### src/rtl/ccg_pkg.sv
package ccg_pkg;
  localparam int unsigned DIV_SEL_W = 2;
  localparam int unsigned DIV_CNT_W = 2;

  typedef enum logic [DIV_SEL_W-1:0] {
    DIV_1   = 2'd0,
    DIV_1P5 = 2'd1,
    DIV_2   = 2'd2,
    DIV_4   = 2'd3
  } div_sel_e;
endpackage

### src/rtl/ccg_div_stage.sv
module ccg_div_stage
  import ccg_pkg::*;
(
  input  logic                 clk_i,
  input  logic                 rst_ni,
  input  logic                 bypass_i,
  input  logic [DIV_SEL_W-1:0] sel_i,
  input  logic                 load_i,
  input  logic                 sync_i,
  output logic [DIV_SEL_W-1:0] active_o,
  output logic                 pulse_o
);
  div_sel_e             act_q, pend_q;
  logic                 pend_v_q;
  logic [DIV_CNT_W-1:0] cnt_q, lim;
  logic                 ph_q;
  logic                 hit, apply;

  always_comb begin
    unique case (act_q)
      DIV_1:   lim = DIV_CNT_W'(0);
      DIV_1P5: lim = ph_q ? DIV_CNT_W'(1) : DIV_CNT_W'(0);
      DIV_2:   lim = DIV_CNT_W'(1);
      default: lim = DIV_CNT_W'(3);
    endcase
  end

  assign hit   = (cnt_q == lim);
  assign apply = sync_i && (load_i || pend_v_q);

  always_ff @(posedge clk_i or negedge rst_ni) begin
    if (!rst_ni) begin
      act_q    <= DIV_1;
      pend_q   <= DIV_1;
      pend_v_q <= 1'b0;
      cnt_q    <= '0;
      ph_q     <= 1'b0;
    end else begin
      if (load_i) begin
        pend_q   <= div_sel_e'(sel_i);
        pend_v_q <= 1'b1;
      end
      if (apply) begin
        act_q    <= load_i ? div_sel_e'(sel_i) : pend_q;
        pend_v_q <= 1'b0;
        cnt_q    <= '0;
        ph_q     <= 1'b0;
      end else if (hit) begin
        cnt_q <= '0;
        ph_q  <= ~ph_q;
      end else begin
        cnt_q <= cnt_q + DIV_CNT_W'(1);
      end
    end
  end

  assign pulse_o  = bypass_i | hit;
  assign active_o = act_q;
endmodule

### src/rtl/ccg_squash_stage.sv
module ccg_squash_stage #(
  parameter int unsigned WAVE_W = 16,
  localparam int unsigned LEN_W = $clog2(WAVE_W) + 1,
  localparam int unsigned PTR_W = $clog2(WAVE_W)
) (
  input  logic              clk_i,
  input  logic              rst_ni,
  input  logic              bypass_i,
  input  logic              en_i,
  input  logic [WAVE_W-1:0] wave_i,
  input  logic [LEN_W-1:0]  len_i,
  input  logic              load_i,
  output logic              en_o,
  output logic              err_o
);
  logic [WAVE_W-1:0] wave_q, pend_wave_q, len_mask;
  logic [LEN_W-1:0]  len_q, pend_len_q, last_idx;
  logic [PTR_W-1:0]  ptr_q;
  logic              pend_v_q, err_q, req_ok, wrap;

  for (genvar gi = 0; gi < WAVE_W; gi++) begin : g_mask
    assign len_mask[gi] = (LEN_W'(gi) < len_i);
  end

  assign req_ok   = (len_i != '0) && (len_i <= LEN_W'(WAVE_W)) && |(wave_i & len_mask);
  assign last_idx = len_q - LEN_W'(1);
  assign wrap     = (LEN_W'(ptr_q) == last_idx);

  always_ff @(posedge clk_i or negedge rst_ni) begin
    if (!rst_ni) begin
      wave_q      <= '1;
      len_q       <= LEN_W'(WAVE_W);
      pend_wave_q <= '1;
      pend_len_q  <= LEN_W'(WAVE_W);
      pend_v_q    <= 1'b0;
      ptr_q       <= '0;
      err_q       <= 1'b0;
    end else begin
      if (en_i) begin
        if (wrap) begin
          ptr_q <= '0;
          if (pend_v_q) begin
            wave_q   <= pend_wave_q;
            len_q    <= pend_len_q;
            pend_v_q <= 1'b0;
          end
        end else begin
          ptr_q <= ptr_q + PTR_W'(1);
        end
      end
      // a fresh request overrides the pending one
      if (load_i) begin
        if (req_ok) begin
          pend_wave_q <= wave_i;
          pend_len_q  <= len_i;
          pend_v_q    <= 1'b1;
        end else begin
          err_q <= 1'b1;
        end
      end
    end
  end

  assign en_o  = en_i & (bypass_i | wave_q[ptr_q]);
  assign err_o = err_q;
endmodule

### src/rtl/ccg_half_stage.sv
module ccg_half_stage (
  input  logic clk_i,
  input  logic rst_ni,
  input  logic en_i,
  output logic strobe_o
);
  logic tog_q, str_q;

  always_ff @(posedge clk_i or negedge rst_ni) begin
    if (!rst_ni) begin
      tog_q <= 1'b0;
      str_q <= 1'b0;
    end else begin
      tog_q <= tog_q ^ en_i;
      str_q <= en_i & tog_q;
    end
  end

  assign strobe_o = str_q;
endmodule

### src/rtl/core_clk_en_chain.sv
module core_clk_en_chain
  import ccg_pkg::*;
#(
  parameter int unsigned WAVE_W = 16,
  localparam int unsigned LEN_W = $clog2(WAVE_W) + 1
) (
  input  logic                 clk_i,
  input  logic                 rst_ni,
  input  logic [DIV_SEL_W-1:0] div_sel_i,
  input  logic                 div_load_i,
  input  logic                 frame_sync_i,
  input  logic                 div_bypass_i,
  input  logic [WAVE_W-1:0]    wave_i,
  input  logic [LEN_W-1:0]     wave_len_i,
  input  logic                 wave_load_i,
  input  logic                 sq_bypass_i,
  output logic                 strobe_o,
  output logic [DIV_SEL_W-1:0] div_active_o,
  output logic                 wave_err_o
);
  logic div_pulse, sq_pulse;

  ccg_div_stage u_div (
    .clk_i    (clk_i),
    .rst_ni   (rst_ni),
    .bypass_i (div_bypass_i),
    .sel_i    (div_sel_i),
    .load_i   (div_load_i),
    .sync_i   (frame_sync_i),
    .active_o (div_active_o),
    .pulse_o  (div_pulse)
  );

  ccg_squash_stage #(.WAVE_W(WAVE_W)) u_sq (
    .clk_i    (clk_i),
    .rst_ni   (rst_ni),
    .bypass_i (sq_bypass_i),
    .en_i     (div_pulse),
    .wave_i   (wave_i),
    .len_i    (wave_len_i),
    .load_i   (wave_load_i),
    .en_o     (sq_pulse),
    .err_o    (wave_err_o)
  );

  ccg_half_stage u_half (
    .clk_i    (clk_i),
    .rst_ni   (rst_ni),
    .en_i     (sq_pulse),
    .strobe_o (strobe_o)
  );
endmodule

### config.mk
export PLATFORM = sky130hd
export DESIGN_NAME = core_clk_en_chain
export DESIGN_NICKNAME = d
export VERILOG_FILES = /design/src/rtl/ccg_pkg.sv /design/src/rtl/ccg_div_stage.sv /design/src/rtl/ccg_squash_stage.sv /design/src/rtl/ccg_half_stage.sv /design/src/rtl/core_clk_en_chain.sv
export SDC_FILE = /design/constraint.sdc
export NUM_CORES = 1
export LEC_CHECK = 0
export CAP_MARGIN = 20
export CORE_MARGIN = 2
export CORE_UTILIZATION = 63
export DETAILED_ROUTE_END_ITERATION = 8
export DONT_BUFFER_PORTS = 1
export PLACE_DENSITY_LB_ADDON = 0.3
export SLEW_MARGIN = 20
export SYNTH_ARGS = -nofsm -noshare
export SYNTH_HDL_FRONTEND = slang
export SYNTH_SLANG_ARGS = --single-unit
export TNS_END_PERCENT = 20
### constraint.sdc
create_clock -name clk_i -period 2.75 [get_ports clk_i]
set_input_delay 0.275 -clock clk_i [delete_from_list [all_inputs] [get_ports clk_i]]
set_output_delay 0.275 -clock clk_i [all_outputs]
set_load 0.02 [all_outputs]
==> results_dict.tcl <==
set metrics [dict create \
    yosysTopAreaCell "dfstp_2" \
    setup-violations-final 0 \
    layout-drive-gt1-share_pct 45.49 \
    nNetsFinal 261 \
    clock_latency_ps 330 \
    grt_pass1_vias 1874 \
    dr.pass1.iters 4 \
    io_pins 34 \
    synthCells 223 \
    overflow 0 \
    peakVddDrop_v 0.0005328 \
    p_sw_mw 0.7208 \
    max_freq_mhz 411.8 \
    cts_resized 0 \
    slowest_stage "or4b_4" \
    htree_levels 3 \
    finClkSkew_ps 9.269 \
    final_cell_area_mm2 0.003252 \
    critPathMaxStageDelay_ps 490 \
    report.final.hold_viol_count 0 \
    synthArstFlopShare_pct 100.0 \
    maxCapViolations 0 \
    final-seq-area_mm2 0.001494 \
    crit_chain "inv_1 > ha_1 > or4b_4 > a211oi_4 > nand3_2 > buf_4 > mux2_1" \
    synth_area_mm2 0.002992 \
    grt_setup_unrepaired "false" \
    preCtsSetupSlack_ps 335.8 \
    die_h_um 72.91 \
    power_frac_comb_pct 18.0 \
    clockBufferDepth 2 \
    netlist.area_leader.share_pct 29.86 \
    wl_per_cell_um 19.44 \
    start_util_pct 64.19 \
    p_int_mw 1.725 \
    synth_flop_cell "dfstp_2" \
    drtIter0Drc 132 \
    setup_ws_ps 321.6 \
    worstMarginPinSlew_ps 526.9 \
    grt_first_pass_wirelength_um 9218 \
    synth_fp_nets 256 \
    p_per_area_mw_per_mm2 752.1 \
    root_buffer "clkbuf_8" \
    grt_max_degree 59 \
    num_vias 1775 \
    ys_ff_latch 58 \
    pwr-share-seq_pct 49.5 \
    core_area_mm2 0.004661 \
    antennaDiodeCount 0 \
    cp.required_ps 2960 \
    portBuffers 0 \
    nFillCells 287 \
    yosysUniqueCellTypes 48 \
    synth_area_leaders "dfstp_2, dfrtp_1, mux2_4, mux4_2, nand2_1" \
    rows 25 \
    drtAntennaViolNets 0 \
    hold_slack_ps 82.46 \
    synthToLayoutAreaGrowth_pct 8.699 \
    drc 0 \
    fp.dieW_um 72.91 \
    post-route-min-period_ps 2428 \
    synth_edf_count 0 \
    crit_path_end_kind "flop" \
    worstPathArrival_ps 2640 \
    cts_tree "yes" \
    synth_seq_area_share_pct 49.94 \
    gr-usage-all-layers_pct 23.52 \
    leakage_nw 1.413 \
    hpwl_um 3917 \
    status "complete, no violations" \
    routed_via_density 6.185 \
    yosys_warnings 0 \
    place_area_mm2 0.003000 \
    place_congestion 0.7834 \
    clockPowerShare_pct 32.5 \
    swShare_pct 29.47 \
    start_kind "flop" \
    hp-class "input port to flop" \
    finalSetupTns_ps 0 \
    final_common_cell "mux2_4" \
    synth.avg_cell_area_um2 13.42 \
    final_max_slew_viol_count 0 \
    cts_buffers 9 \
    multi_input_area_mm2 0.001394 \
    cts.clk_slew.worst_paths_ps 60 \
    cts_sinks 58 \
    mostFrequentLayoutCells "mux2_4, dfstp_2, dfrtp_1" \
    fin_crit_sh_pct 88.30 \
    grt_antenna_before_repair 0 \
    crit_fanout 21 \
    path_class "flop to flop" \
    slew_headroom_pct 64.57 \
    wirelength_um 5578 \
    dieArea_mm2 0.005316 \
]
Yosys cell counts (all sizes together) (2+ instances only):
library cell  number
a211oi             6
a21o               4
a21oi              7
a41oi              2
buf                6
clkbuf             5
dfrtp             24
dfstp             34
ha                 3
inv                8
mux2              45
mux2i              2
mux4               5
nand2             13
nand2b             3
nand3              4
nor2              11
nor3               5
nor4b              2
o21ai             10
o31a               2
xnor2              2
xor2               4
routing by layer:
metal / track usage, % / vias to the layer above / wire length, µm
li1: - / 822 / -
met1: 31.17 / 900 / 2450
met2: 37.47 / 45 / 2857
met3: 6.077 / 8 / 200
met4: 8.848 / 0 / 69
met5: 0 / - / 0
final cells by class:
| type | count | area share (%) |
|---|---|---|
| clock inverter | 5 | 1.616 |
| multi-input combinational | 146 | 42.86 |
| clock buffer | 11 | 4.656 |
| tap | 54 | 2.078 |
| inverter | 8 | 0.9234 |
| sequential | 58 | 45.94 |
| timing repair buffer | 5 | 1.924 |
cell families (layout without fill, tap and decap cells):
| kind of cell | count (synthesis) | in the layout | share of synthesized area (%) |
|---|---|---|---|
| AOI/OAI and AO/OA | 39 | 39 | 9.118 |
| xor gates and xnor gates | 6 | 6 | 1.757 |
| adders and majority gates | 3 | 3 | 1.255 |
| buffers and inverters | 19 | 29 | 3.555 |
| DFF | 58 | 58 | 49.94 |
| muxes | 52 | 52 | 26.27 |
| and+or+nand+nor | 46 | 46 | 8.114 |
state kept, by name (all words and copies together), names as in the netlist:
signal and count:
u_div.pend_q 2, u_div.ph_q 1, u_div.pend_v_q 1, u_div.cnt_q 2, u_sq.pend_len_q 5, u_sq.ptr_q 4, u_sq.wave_q 16, u_sq.pend_wave_q 16
u_sq.pend_v_q 1, u_div.active_o 2, u_sq.len_q 5, u_sq.err_o 1, u_half.strobe_o 1, u_half.tog_q 1
worst paths after layout:
path,from,to,slack (ps),cells after the start
max,u_sq.len_q[0],u_sq.len_q[0],320,7
max reg2reg,u_sq.len_q[0],u_sq.len_q[0],320,7
min,wave_i[2],u_sq.pend_wave_q[2],80,1
min in group asynchronous,rst_ni,u_sq.ptr_q[2],470,2
min reg2reg,u_half.tog_q,u_half.tog_q,480,1
max in group asynchronous,rst_ni,u_sq.wave_q[0],1970,2
critical path: cells and delay by family, from the launching register on:
family | cells | cell delay [ps]
fa+ha+maj | 1 | 220
flops | 1 | 410
mux | 1 | 350
buf+inv | 2 | 340
simple gates | 2 | 590
compound gates | 1 | 390
stage by stage:
stage / total power, mW / cells / util [%]
after global routing: 2.564 / 287 / 69.77
after detailed placement: 1.640 / 268 / 64.38
final: 2.446 / 287 / 69.77
after CTS: 2.462 / 287 / 69.77
after floorplan: 1.551 / 223 / -
after global placement: 1.587 / 268 / 64.38
power by group through the flow:
| stage | Clock [mW] | Sequential [mW] | Combinational (mW) |
|---|---|---|---|
| global route | 0.844 | 1.23 | 0.489 |
| finish | 0.795 | 1.21 | 0.440 |
| detailed placement | 0 | 1.22 | 0.418 |
| CTS | 0.810 | 1.21 | 0.443 |
| global placement | 0 | 1.20 | 0.383 |
| floorplan | 0 | 1.10 | 0.456 |
repair_timing:
action | CTS | global route
hold buffers | 3 | 0
hold endpoints to repair | 59 | 0
buffers inserted | 0 | 0
No activity file was read; power rests on OpenSTA's default activity.
